## src/rtl/spi_cp_pkg.sv

```systemverilog
package spi_cp_pkg;
  localparam int          SUB_W       = 12;
  localparam int          BYTE_W      = 8;
  localparam logic [6:0]  CHIP_ID     = 7'h38;
  localparam int          ENTRY_EDGES = 3;
  localparam int          HDR_BYTES   = 3;
  typedef logic [SUB_W-1:0]  sub_t;
  typedef logic [BYTE_W-1:0] byte_t;
endpackage

```

## src/rtl/spi_cp_sync.sv

```systemverilog
module spi_cp_sync #(
  parameter int SYNC_STAGES = 2
) (
  input  logic clk,
  input  logic rst_n,
  input  logic cs_n_pin,
  input  logic sclk_pin,
  input  logic mosi_pin,
  output logic rst_sn,
  output logic cs_s,
  output logic cs_fall,
  output logic sclk_rise,
  output logic sclk_fall,
  output logic mosi_s
);
  localparam logic [2:0] IDLE = 3'b100;
  logic [2:0] pin_raw;
  logic [2:0] stg_q [SYNC_STAGES+1];
  logic [1:0] rs_q;

  assign pin_raw = {cs_n_pin, sclk_pin, mosi_pin};

  always_ff @(posedge clk or negedge rst_n)
    if (!rst_n) rs_q <= 2'b00;
    else        rs_q <= {rs_q[0], 1'b1};
  assign rst_sn = rs_q[1];

  for (genvar s = 0; s <= SYNC_STAGES; s++) begin : g_stg
    if (s == 0) begin : g_first
      always_ff @(posedge clk or negedge rst_n)
        if (!rst_n) stg_q[0] <= IDLE;
        else        stg_q[0] <= pin_raw;
    end else begin : g_next
      always_ff @(posedge clk or negedge rst_n)
        if (!rst_n) stg_q[s] <= IDLE;
        else        stg_q[s] <= stg_q[s-1];
    end
  end

  assign cs_s      = stg_q[SYNC_STAGES-1][2];
  assign cs_fall   = stg_q[SYNC_STAGES][2] & ~stg_q[SYNC_STAGES-1][2];
  assign sclk_rise = stg_q[SYNC_STAGES-1][1] & ~stg_q[SYNC_STAGES][1];
  assign sclk_fall = stg_q[SYNC_STAGES][1] & ~stg_q[SYNC_STAGES-1][1];
  assign mosi_s    = stg_q[SYNC_STAGES-1][0];
endmodule

```

## src/rtl/spi_cp_mode.sv

```systemverilog
module spi_cp_mode
  import spi_cp_pkg::*;
(
  input  logic clk,
  input  logic rst_n,
  input  logic cs_fall,
  output logic mode_o
);
  localparam int CNT_W = $clog2(ENTRY_EDGES + 1);
  logic [CNT_W-1:0] cnt_q, cnt_n;
  logic             mode_q, mode_n;

  always_comb begin
    cnt_n  = cnt_q;
    mode_n = mode_q;
    if (cs_fall && !mode_q) begin
      cnt_n = cnt_q + CNT_W'(1);
      if (cnt_q == CNT_W'(ENTRY_EDGES - 1)) mode_n = 1'b1;
    end
  end

  always_ff @(posedge clk or negedge rst_n)
    if (!rst_n) begin
      cnt_q  <= '0;
      mode_q <= 1'b0;
    end else begin
      cnt_q  <= cnt_n;
      mode_q <= mode_n;
    end

  assign mode_o = mode_q;


  mode_sticky_chk: assert property (@(posedge clk) disable iff (!rst_n)
    mode_q |=> mode_q);
endmodule

```

## src/rtl/spi_cp_frame.sv

```systemverilog
module spi_cp_frame
  import spi_cp_pkg::*;
(
  input  logic  clk,
  input  logic  rst_n,
  input  logic  mode_i,
  input  logic  cs_s,
  input  logic  cs_fall,
  input  logic  sclk_rise,
  input  logic  sclk_fall,
  input  logic  mosi_s,
  input  byte_t rd_data_i,
  output sub_t  rd_addr_o,
  output logic  wr_en_o,
  output sub_t  wr_addr_o,
  output byte_t wr_data_o,
  output logic  miso_o,
  output logic  miso_oe_o
);
  localparam logic [2:0] LAST_BIT = 3'(BYTE_W - 1);
  localparam logic [1:0] DATA_PH  = 2'(HDR_BYTES);

  logic       active_q, active_n;
  logic [2:0] bit_q, bit_n;
  logic [1:0] byte_q, byte_n;
  logic [6:0] sh_q, sh_n;
  logic       rw_q, rw_n, bad_q, bad_n;
  logic [3:0] hi_q, hi_n;
  sub_t       cur_q, cur_n;
  byte_t      tx_q, tx_n, buf_q, buf_n;
  logic       load_q, load_n, oe_q, oe_n, miso_q, miso_n;
  byte_t      full;
  logic       byte_done;

  assign full      = {sh_q, mosi_s};
  assign byte_done = active_q & ~cs_s & sclk_rise & (bit_q == LAST_BIT);
  assign rd_addr_o = (byte_q == DATA_PH - 2'd1) ? {hi_q, full} : cur_q + SUB_W'(1);
  assign wr_en_o   = byte_done & (byte_q == DATA_PH) & ~rw_q & ~bad_q;
  assign wr_addr_o = cur_q;
  assign wr_data_o = full;

  always_comb begin
    active_n = active_q; bit_n = bit_q; byte_n = byte_q; sh_n = sh_q;
    rw_n = rw_q; bad_n = bad_q; hi_n = hi_q; cur_n = cur_q;
    tx_n = tx_q; buf_n = buf_q; load_n = load_q; oe_n = oe_q; miso_n = miso_q;
    if (cs_fall) active_n = mode_i;
    if (cs_s) begin
      bit_n = '0; byte_n = '0; load_n = 1'b0; oe_n = 1'b0;
    end else if (active_q && sclk_rise) begin
      sh_n  = full[6:0];
      bit_n = bit_q + 3'd1;
      if (byte_done) begin
        byte_n = (byte_q == DATA_PH) ? byte_q : byte_q + 2'd1;
        case (byte_q)
          2'd0: begin rw_n = full[0]; bad_n = (full[7:1] != CHIP_ID); end
          2'd1: hi_n = full[3:0];
          2'd2: cur_n = {hi_q, full};
          default: cur_n = cur_q + SUB_W'(1);
        endcase
        if (byte_q >= DATA_PH - 2'd1 && rw_q && !bad_q) begin
          load_n = 1'b1;
          buf_n  = rd_data_i;
        end
      end
    end else if (active_q && sclk_fall) begin
      if (load_q) begin
        miso_n = buf_q[7];
        tx_n   = {buf_q[6:0], 1'b0};
        load_n = 1'b0;
        oe_n   = 1'b1;
      end else begin
        miso_n = tx_q[7];
        tx_n   = {tx_q[6:0], 1'b0};
      end
    end
  end

  always_ff @(posedge clk or negedge rst_n)
    if (!rst_n) begin
      active_q <= 1'b0; bit_q <= '0; byte_q <= '0; sh_q <= '0;
      rw_q <= 1'b0; bad_q <= 1'b0; hi_q <= '0; cur_q <= '0;
      tx_q <= '0; buf_q <= '0; load_q <= 1'b0; oe_q <= 1'b0; miso_q <= 1'b0;
    end else begin
      active_q <= active_n; bit_q <= bit_n; byte_q <= byte_n; sh_q <= sh_n;
      rw_q <= rw_n; bad_q <= bad_n; hi_q <= hi_n; cur_q <= cur_n;
      tx_q <= tx_n; buf_q <= buf_n; load_q <= load_n; oe_q <= oe_n; miso_q <= miso_n;
    end

  assign miso_o    = miso_q;
  assign miso_oe_o = oe_q;


  oe_needs_mode_chk: assert property (@(posedge clk) disable iff (!rst_n)
    miso_oe_o |-> mode_i);

  miso_hold_chk: assert property (@(posedge clk) disable iff (!rst_n)
    !sclk_fall |=> $stable(miso_q));

  cnt_clear_chk: assert property (@(posedge clk) disable iff (!rst_n)
    cs_s |=> (bit_q == 3'd0 && byte_q == 2'd0));

  bad_quiet_chk: assert property (@(posedge clk) disable iff (!rst_n)
    (bad_q && byte_q == DATA_PH) |-> (!miso_oe_o && !wr_en_o));
endmodule

```

## src/rtl/spi_cp_regfile.sv

```systemverilog
module spi_cp_regfile
  import spi_cp_pkg::*;
#(
  parameter int   DEPTH   = 192,
  parameter sub_t GATE_LO = 12'h0A0,
  parameter sub_t GATE_HI = 12'h0BF,
  parameter sub_t CLK_REG = 12'h000,
  parameter sub_t PWR_REG = 12'h080
) (
  input  logic  clk,
  input  logic  rst_n,
  input  logic  wr_en_i,
  input  sub_t  wr_addr_i,
  input  byte_t wr_data_i,
  input  sub_t  rd_addr_i,
  output byte_t rd_data_o,
  input  sub_t  host_addr_i,
  output byte_t host_data_o
);
  localparam int IDX_W = $clog2(DEPTH);
  byte_t mem_q [DEPTH];
  logic  gate_open, wr_ok;

  function automatic logic in_file(sub_t a);
    return a < SUB_W'(DEPTH);
  endfunction
  function automatic logic in_gate(sub_t a);
    return (a >= GATE_LO) && (a <= GATE_HI);
  endfunction

  assign gate_open = mem_q[CLK_REG[IDX_W-1:0]][0] &
                     mem_q[PWR_REG[IDX_W-1:0]][6] & mem_q[PWR_REG[IDX_W-1:0]][0];
  assign wr_ok = wr_en_i & in_file(wr_addr_i) & (~in_gate(wr_addr_i) | gate_open);

  for (genvar i = 0; i < DEPTH; i++) begin : g_byte
    always_ff @(posedge clk or negedge rst_n)
      if (!rst_n)                               mem_q[i] <= '0;
      else if (wr_ok && wr_addr_i == SUB_W'(i)) mem_q[i] <= wr_data_i;
  end

  assign rd_data_o = (in_file(rd_addr_i) && (!in_gate(rd_addr_i) || gate_open))
                     ? mem_q[rd_addr_i[IDX_W-1:0]] : '0;
  assign host_data_o = in_file(host_addr_i) ? mem_q[host_addr_i[IDX_W-1:0]] : '0;


  gate_quiet_chk: assert property (@(posedge clk) disable iff (!rst_n)
    !wr_en_i |=> $stable(gate_open));
endmodule

```

## src/rtl/spi_ctrl_port.sv

```systemverilog
module spi_ctrl_port
  import spi_cp_pkg::*;
#(
  parameter int   SYNC_STAGES = 2,
  parameter int   RF_DEPTH    = 192,
  parameter sub_t GATE_LO     = 12'h0A0,
  parameter sub_t GATE_HI     = 12'h0BF,
  parameter sub_t CLK_REG     = 12'h000,
  parameter sub_t PWR_REG     = 12'h080
) (
  input  logic        clk,
  input  logic        rst_n,
  input  logic        spi_cs_n,
  input  logic        spi_sclk,
  input  logic        spi_mosi,
  output logic        spi_miso,
  output logic        spi_miso_oe,
  output logic        spi_mode,
  input  logic [11:0] rf_addr,
  output logic [7:0]  rf_rdata
);
  logic  rst_sn, cs_s, cs_fall, sclk_rise, sclk_fall, mosi_s;
  logic  mode, wr_en, miso_raw, oe;
  sub_t  rd_addr, wr_addr;
  byte_t rd_data, wr_data;

  spi_cp_sync #(.SYNC_STAGES(SYNC_STAGES)) u_sync (
    .clk(clk), .rst_n(rst_n), .cs_n_pin(spi_cs_n), .sclk_pin(spi_sclk),
    .mosi_pin(spi_mosi), .rst_sn(rst_sn), .cs_s(cs_s), .cs_fall(cs_fall),
    .sclk_rise(sclk_rise), .sclk_fall(sclk_fall), .mosi_s(mosi_s));

  spi_cp_mode u_mode (
    .clk(clk), .rst_n(rst_sn), .cs_fall(cs_fall), .mode_o(mode));

  spi_cp_frame u_frame (
    .clk(clk), .rst_n(rst_sn), .mode_i(mode), .cs_s(cs_s), .cs_fall(cs_fall),
    .sclk_rise(sclk_rise), .sclk_fall(sclk_fall), .mosi_s(mosi_s),
    .rd_data_i(rd_data), .rd_addr_o(rd_addr), .wr_en_o(wr_en),
    .wr_addr_o(wr_addr), .wr_data_o(wr_data), .miso_o(miso_raw), .miso_oe_o(oe));

  spi_cp_regfile #(.DEPTH(RF_DEPTH), .GATE_LO(GATE_LO), .GATE_HI(GATE_HI),
                   .CLK_REG(CLK_REG), .PWR_REG(PWR_REG)) u_rf (
    .clk(clk), .rst_n(rst_sn), .wr_en_i(wr_en), .wr_addr_i(wr_addr),
    .wr_data_i(wr_data), .rd_addr_i(rd_addr), .rd_data_o(rd_data),
    .host_addr_i(rf_addr), .host_data_o(rf_rdata));

  assign spi_miso    = oe & miso_raw;
  assign spi_miso_oe = oe;
  assign spi_mode    = mode;
endmodule

```

## config.mk

```make
export PLATFORM = sky130hd
export DESIGN_NAME = spi_ctrl_port
export DESIGN_NICKNAME = d
export VERILOG_FILES = /design/src/rtl/spi_cp_pkg.sv /design/src/rtl/spi_cp_sync.sv /design/src/rtl/spi_cp_mode.sv /design/src/rtl/spi_cp_frame.sv /design/src/rtl/spi_cp_regfile.sv /design/src/rtl/spi_ctrl_port.sv
export SDC_FILE = /design/constraint.sdc
export NUM_CORES = 2
export LEC_CHECK = 0
export ABC_CLOCK_PERIOD_IN_PS = 87500
export BUFFER_PORTS_ARGS = -buffer_cell sky130_fd_sc_hd__buf_4
export CAP_MARGIN = 30
export CORE_MARGIN = 4
export CORE_UTILIZATION = 60
export DETAILED_ROUTE_END_ITERATION = 10
export GPL_ROUTABILITY_DRIVEN = 0
export PLACE_DENSITY = 0.75
export SYNTH_ARGS = -nofsm -noshare
export SYNTH_HDL_FRONTEND = slang
export SYNTH_SLANG_ARGS = --single-unit
```

## constraint.sdc

```tcl
create_clock -name clk -period 87.5 [get_ports clk]
set_input_delay 17.5 -clock clk [delete_from_list [all_inputs] [get_ports clk]]
set_output_delay 17.5 -clock clk [all_outputs]
set_load 0.01 [all_outputs]
```

==> results.yml <==
cts:
  clockRootBuffer: "clkbuf_16"
  clock_path_buffers: 3
  htreeDepth: 4
  clock-sinks: 1598
  cts_tree: "done"
  cts_buffers: 170
  cts_setup_buffers: 0
  worstSkewPairLatency_ns: 0.82
  ctsHoldBuffers: 0
  clk_pin_slew_worst_paths_ns: 0.06
  cts_resized: 0
setup_path:
  crit_required_ns: 70.00
  cp.arrival_ns: 22.89
  cp-start-kind: "input port"
  timing.rr.start: "u_frame.byte_q[0]"
  crit_type: "input port to output pin"
  crit_path_start: "rf_addr[0]"
  worstSetupEndpointType: "output pin"
  cp_max_fo: 81
final_layout:
  layout.nets: 5596
  drive_gt1_frac: 0.538
  syn_to_final_growth_pct: 9.15
  final_util: 0.662
  n_fill_cell: 9761
detailed_routing:
  wl_um: 266000
  wl_per_cell_um: 35.0
  postRouteAntennaNets: 0
  drc: 0
  via_per_inst: 7.40
  drt_pass1_iterations: 7
  num_vias: 56300
  drt-initial-drc-count: 6897
synthesis:
  synth_edf_count: 0
  synth_cell_types: 75
  syn_area_per_cell_um2: 15.1
  async_flop_share: 1.00
  ys_ff_latch: 1598
  yosys_warnings: 0
  ys_seq_area_frac: 0.465
  syn_inst: 5714
  yosys_most_used_dff: "dfrtp_1"
  syn_area_um2: 86000
  syn_nets: 5742
floorplanning:
  start_util: 0.606
  design.die.area_um2: 150000
  coreArea_um2: 142000
  die_h_um: 387
  die_x_um: 387
  rows: 138
  io_pins: 28
place:
  dp_hpwl_um: 167000
  io_buffers: 27
grt:
  grt_max_degree: 195
  grt_pass1_wl_um: 392000
  grt_pass1_vias: 56700
  gr-usage-all-layers: 0.356
  overflow: 0
  antenna_found_initial: 17
worst_hold_path:
  min_from: "u_sync.stg_q[6]"
  hp-class: "register to register"
power_and_ir_drop:
  power_density_nw_per_um2: 17.2
  leakage_nw: 41.9
  irDropWorstVdd_mv: 0.0193
  fin_total_pwr_w: 0.00161
sta:
  worst_pin_slew_ns: 1.25
  fin_setup_tns_ns: 0
  fin_hold_ws_ns: 0.350
  worst_slew_margin_rel: 0.169
  min_period_ns: 40.39
  period_share: 0.462
  grt_setup_unrepaired: "false"
  hold_viol: 0
  maxSlewViolCount: 0
  max_clock_freq_mhz: 24.8
  finalClockSkew_ns: 0.0409
  setup_viol: 0
status:
  status: "finished, final reports clean"
flow_run:
  drv_cap: 0
-- worst max-delay path, cell delays in order --
cell     delay (ns)
buf_8          0.70
buf_4          0.65
buf_4          0.33
buf_16         0.30
buf_4          0.76
mux4_2         0.60
mux4_2         0.57
mux4_2         0.55
nand2_1        0.21
nand3_1        0.29
buf_4          0.25
-- cells in the mapped netlist (all sizes together) (19+ instances only) --
master,number,area [µm²]
o21ai,35,175
nor3,39,305
mux4,852,19200
dfrtp,1595,39900
nand3,124,626
buf,185,951
and3,23,144
mux2,1558,17500
a31oi,29,181
nand2b,19,126
nor2,212,1360
mux2i,72,721
nand2,333,1250
clkbuf,318,1190
a21oi,61,305
nand4,19,119
-- placed cells by master, fill, tap and decap left out, drive strengths merged, types with 6 or more instances in the layout --
cell | synthesis | routed
a211oi | 11 | 11
a21oi | 61 | 61
a221oi | 14 | 14
a22oi | 12 | 12
a31o | 6 | 6
a31oi | 29 | 29
a32oi | 14 | 14
and3 | 23 | 23
buf | 185 | 185
bufinv | 0 | 7
clkbuf | 318 | 257
clkinv | 0 | 35
dfrtp | 1595 | 1595
diode | 0 | 11
ha | 11 | 11
inv | 14 | 17
mux2 | 1558 | 1558
mux2i | 72 | 72
mux4 | 852 | 852
nand2 | 333 | 333
nand2b | 19 | 19
nand3 | 124 | 124
nand4 | 19 | 19
nor2 | 212 | 212
nor3 | 39 | 39
nor4 | 13 | 13
o211ai | 13 | 13
o21ai | 35 | 35
o22ai | 12 | 12
o31ai | 11 | 11
or2 | 18 | 18
xnor2 | 6 | 6
-- per-layer routing --
| layer | vias up | share of wire | GRT usage |
|---|---|---|---|
| li1 | 21800 | - | - |
| met1 | 30200 | 0.38 | 0.490 |
| met2 | 3536 | 0.45 | 0.517 |
| met3 | 778 | 0.12 | 0.117 |
| met4 | 16 | 0.055 | 0.173 |
| met5 | - | 0.00074 | 0 |
-- layout make-up --
type	instances	area [µm²]	share of cell area
tap	1890	2360	0.0252
clock buffer	257	5130	0.0546
clock inverter	49	502	0.00534
timing repair buffer	185	1840	0.0196
multi-input combinational	3599	44000	0.468
sequential	1598	40000	0.426
inverter	14	52.6	0.000560
antenna	11	27.5	0.000293
-- metrics by stage --
stage                     std cells  setup slack, ns  cell area, µm²
after floorplan                5714            39.90           86000
after global placement         7241            46.81           87600
after detailed placement       7275            46.77           88000
after CTS                      7581            46.77           93700
after global routing           7592            46.73           93900
final                          7603            47.11           93900
-- where the power goes --
group / internal, W / switching, W / leakage [nW]
Clock: 0.000425 / 0.000309 / 2.78
Combinational: 0.0000243 / 0.0000961 / 16.9
Sequential: 0.000744 / 0.0000152 / 22.2
-- registers in the layout, summed over array words and instances (netlist names), 2 cells and up --
signal / flops
u_frame.byte_q: 2
u_frame.wr_addr_o: 12
u_sync.rs_q: 2
u_frame.buf_q: 8
u_frame.hi_q: 4
u_sync.stg_q: 6
u_mode.cnt_q: 2
u_frame.tx_q: 7
u_rf.mem_q: 1536
u_frame.sh_q: 7
u_frame.bit_q: 3
-- final timing paths --
| path | endpoint | slack, ns | cells past startpoint |
|---|---|---|---|
| max | rf_rdata[1] | 47.11 | 11 |
| min | u_sync.mosi_s | 0.35 | 0 |
| max reg2reg | u_frame.buf_q[6] | 80.93 | 15 |
| min reg2reg | u_sync.mosi_s | 0.35 | 0 |
| max in group asynchronous | u_sync.stg_q[8] | 70.77 | 1 |
| min in group asynchronous | u_mode.cnt_q[1] | 0.37 | 1 |
-- logic make-up (layout without fill, tap and decap cells) --
kind of cell               after synthesis  count (layout)  synth area share
other                                    1              12         0.0000436
adders and majority gates               11              11           0.00160
xor gates and xnor gates                 8               8          0.000814
muxes                                 2482            2482             0.435
and+or+nand+nor                        828             828            0.0505
AOI/OAI and AO/OA                      269             269            0.0214
buffers and inverters                  517             505            0.0255
DFF                                   1598            1598             0.465
Note: power is estimated with default switching activity, not from simulation.
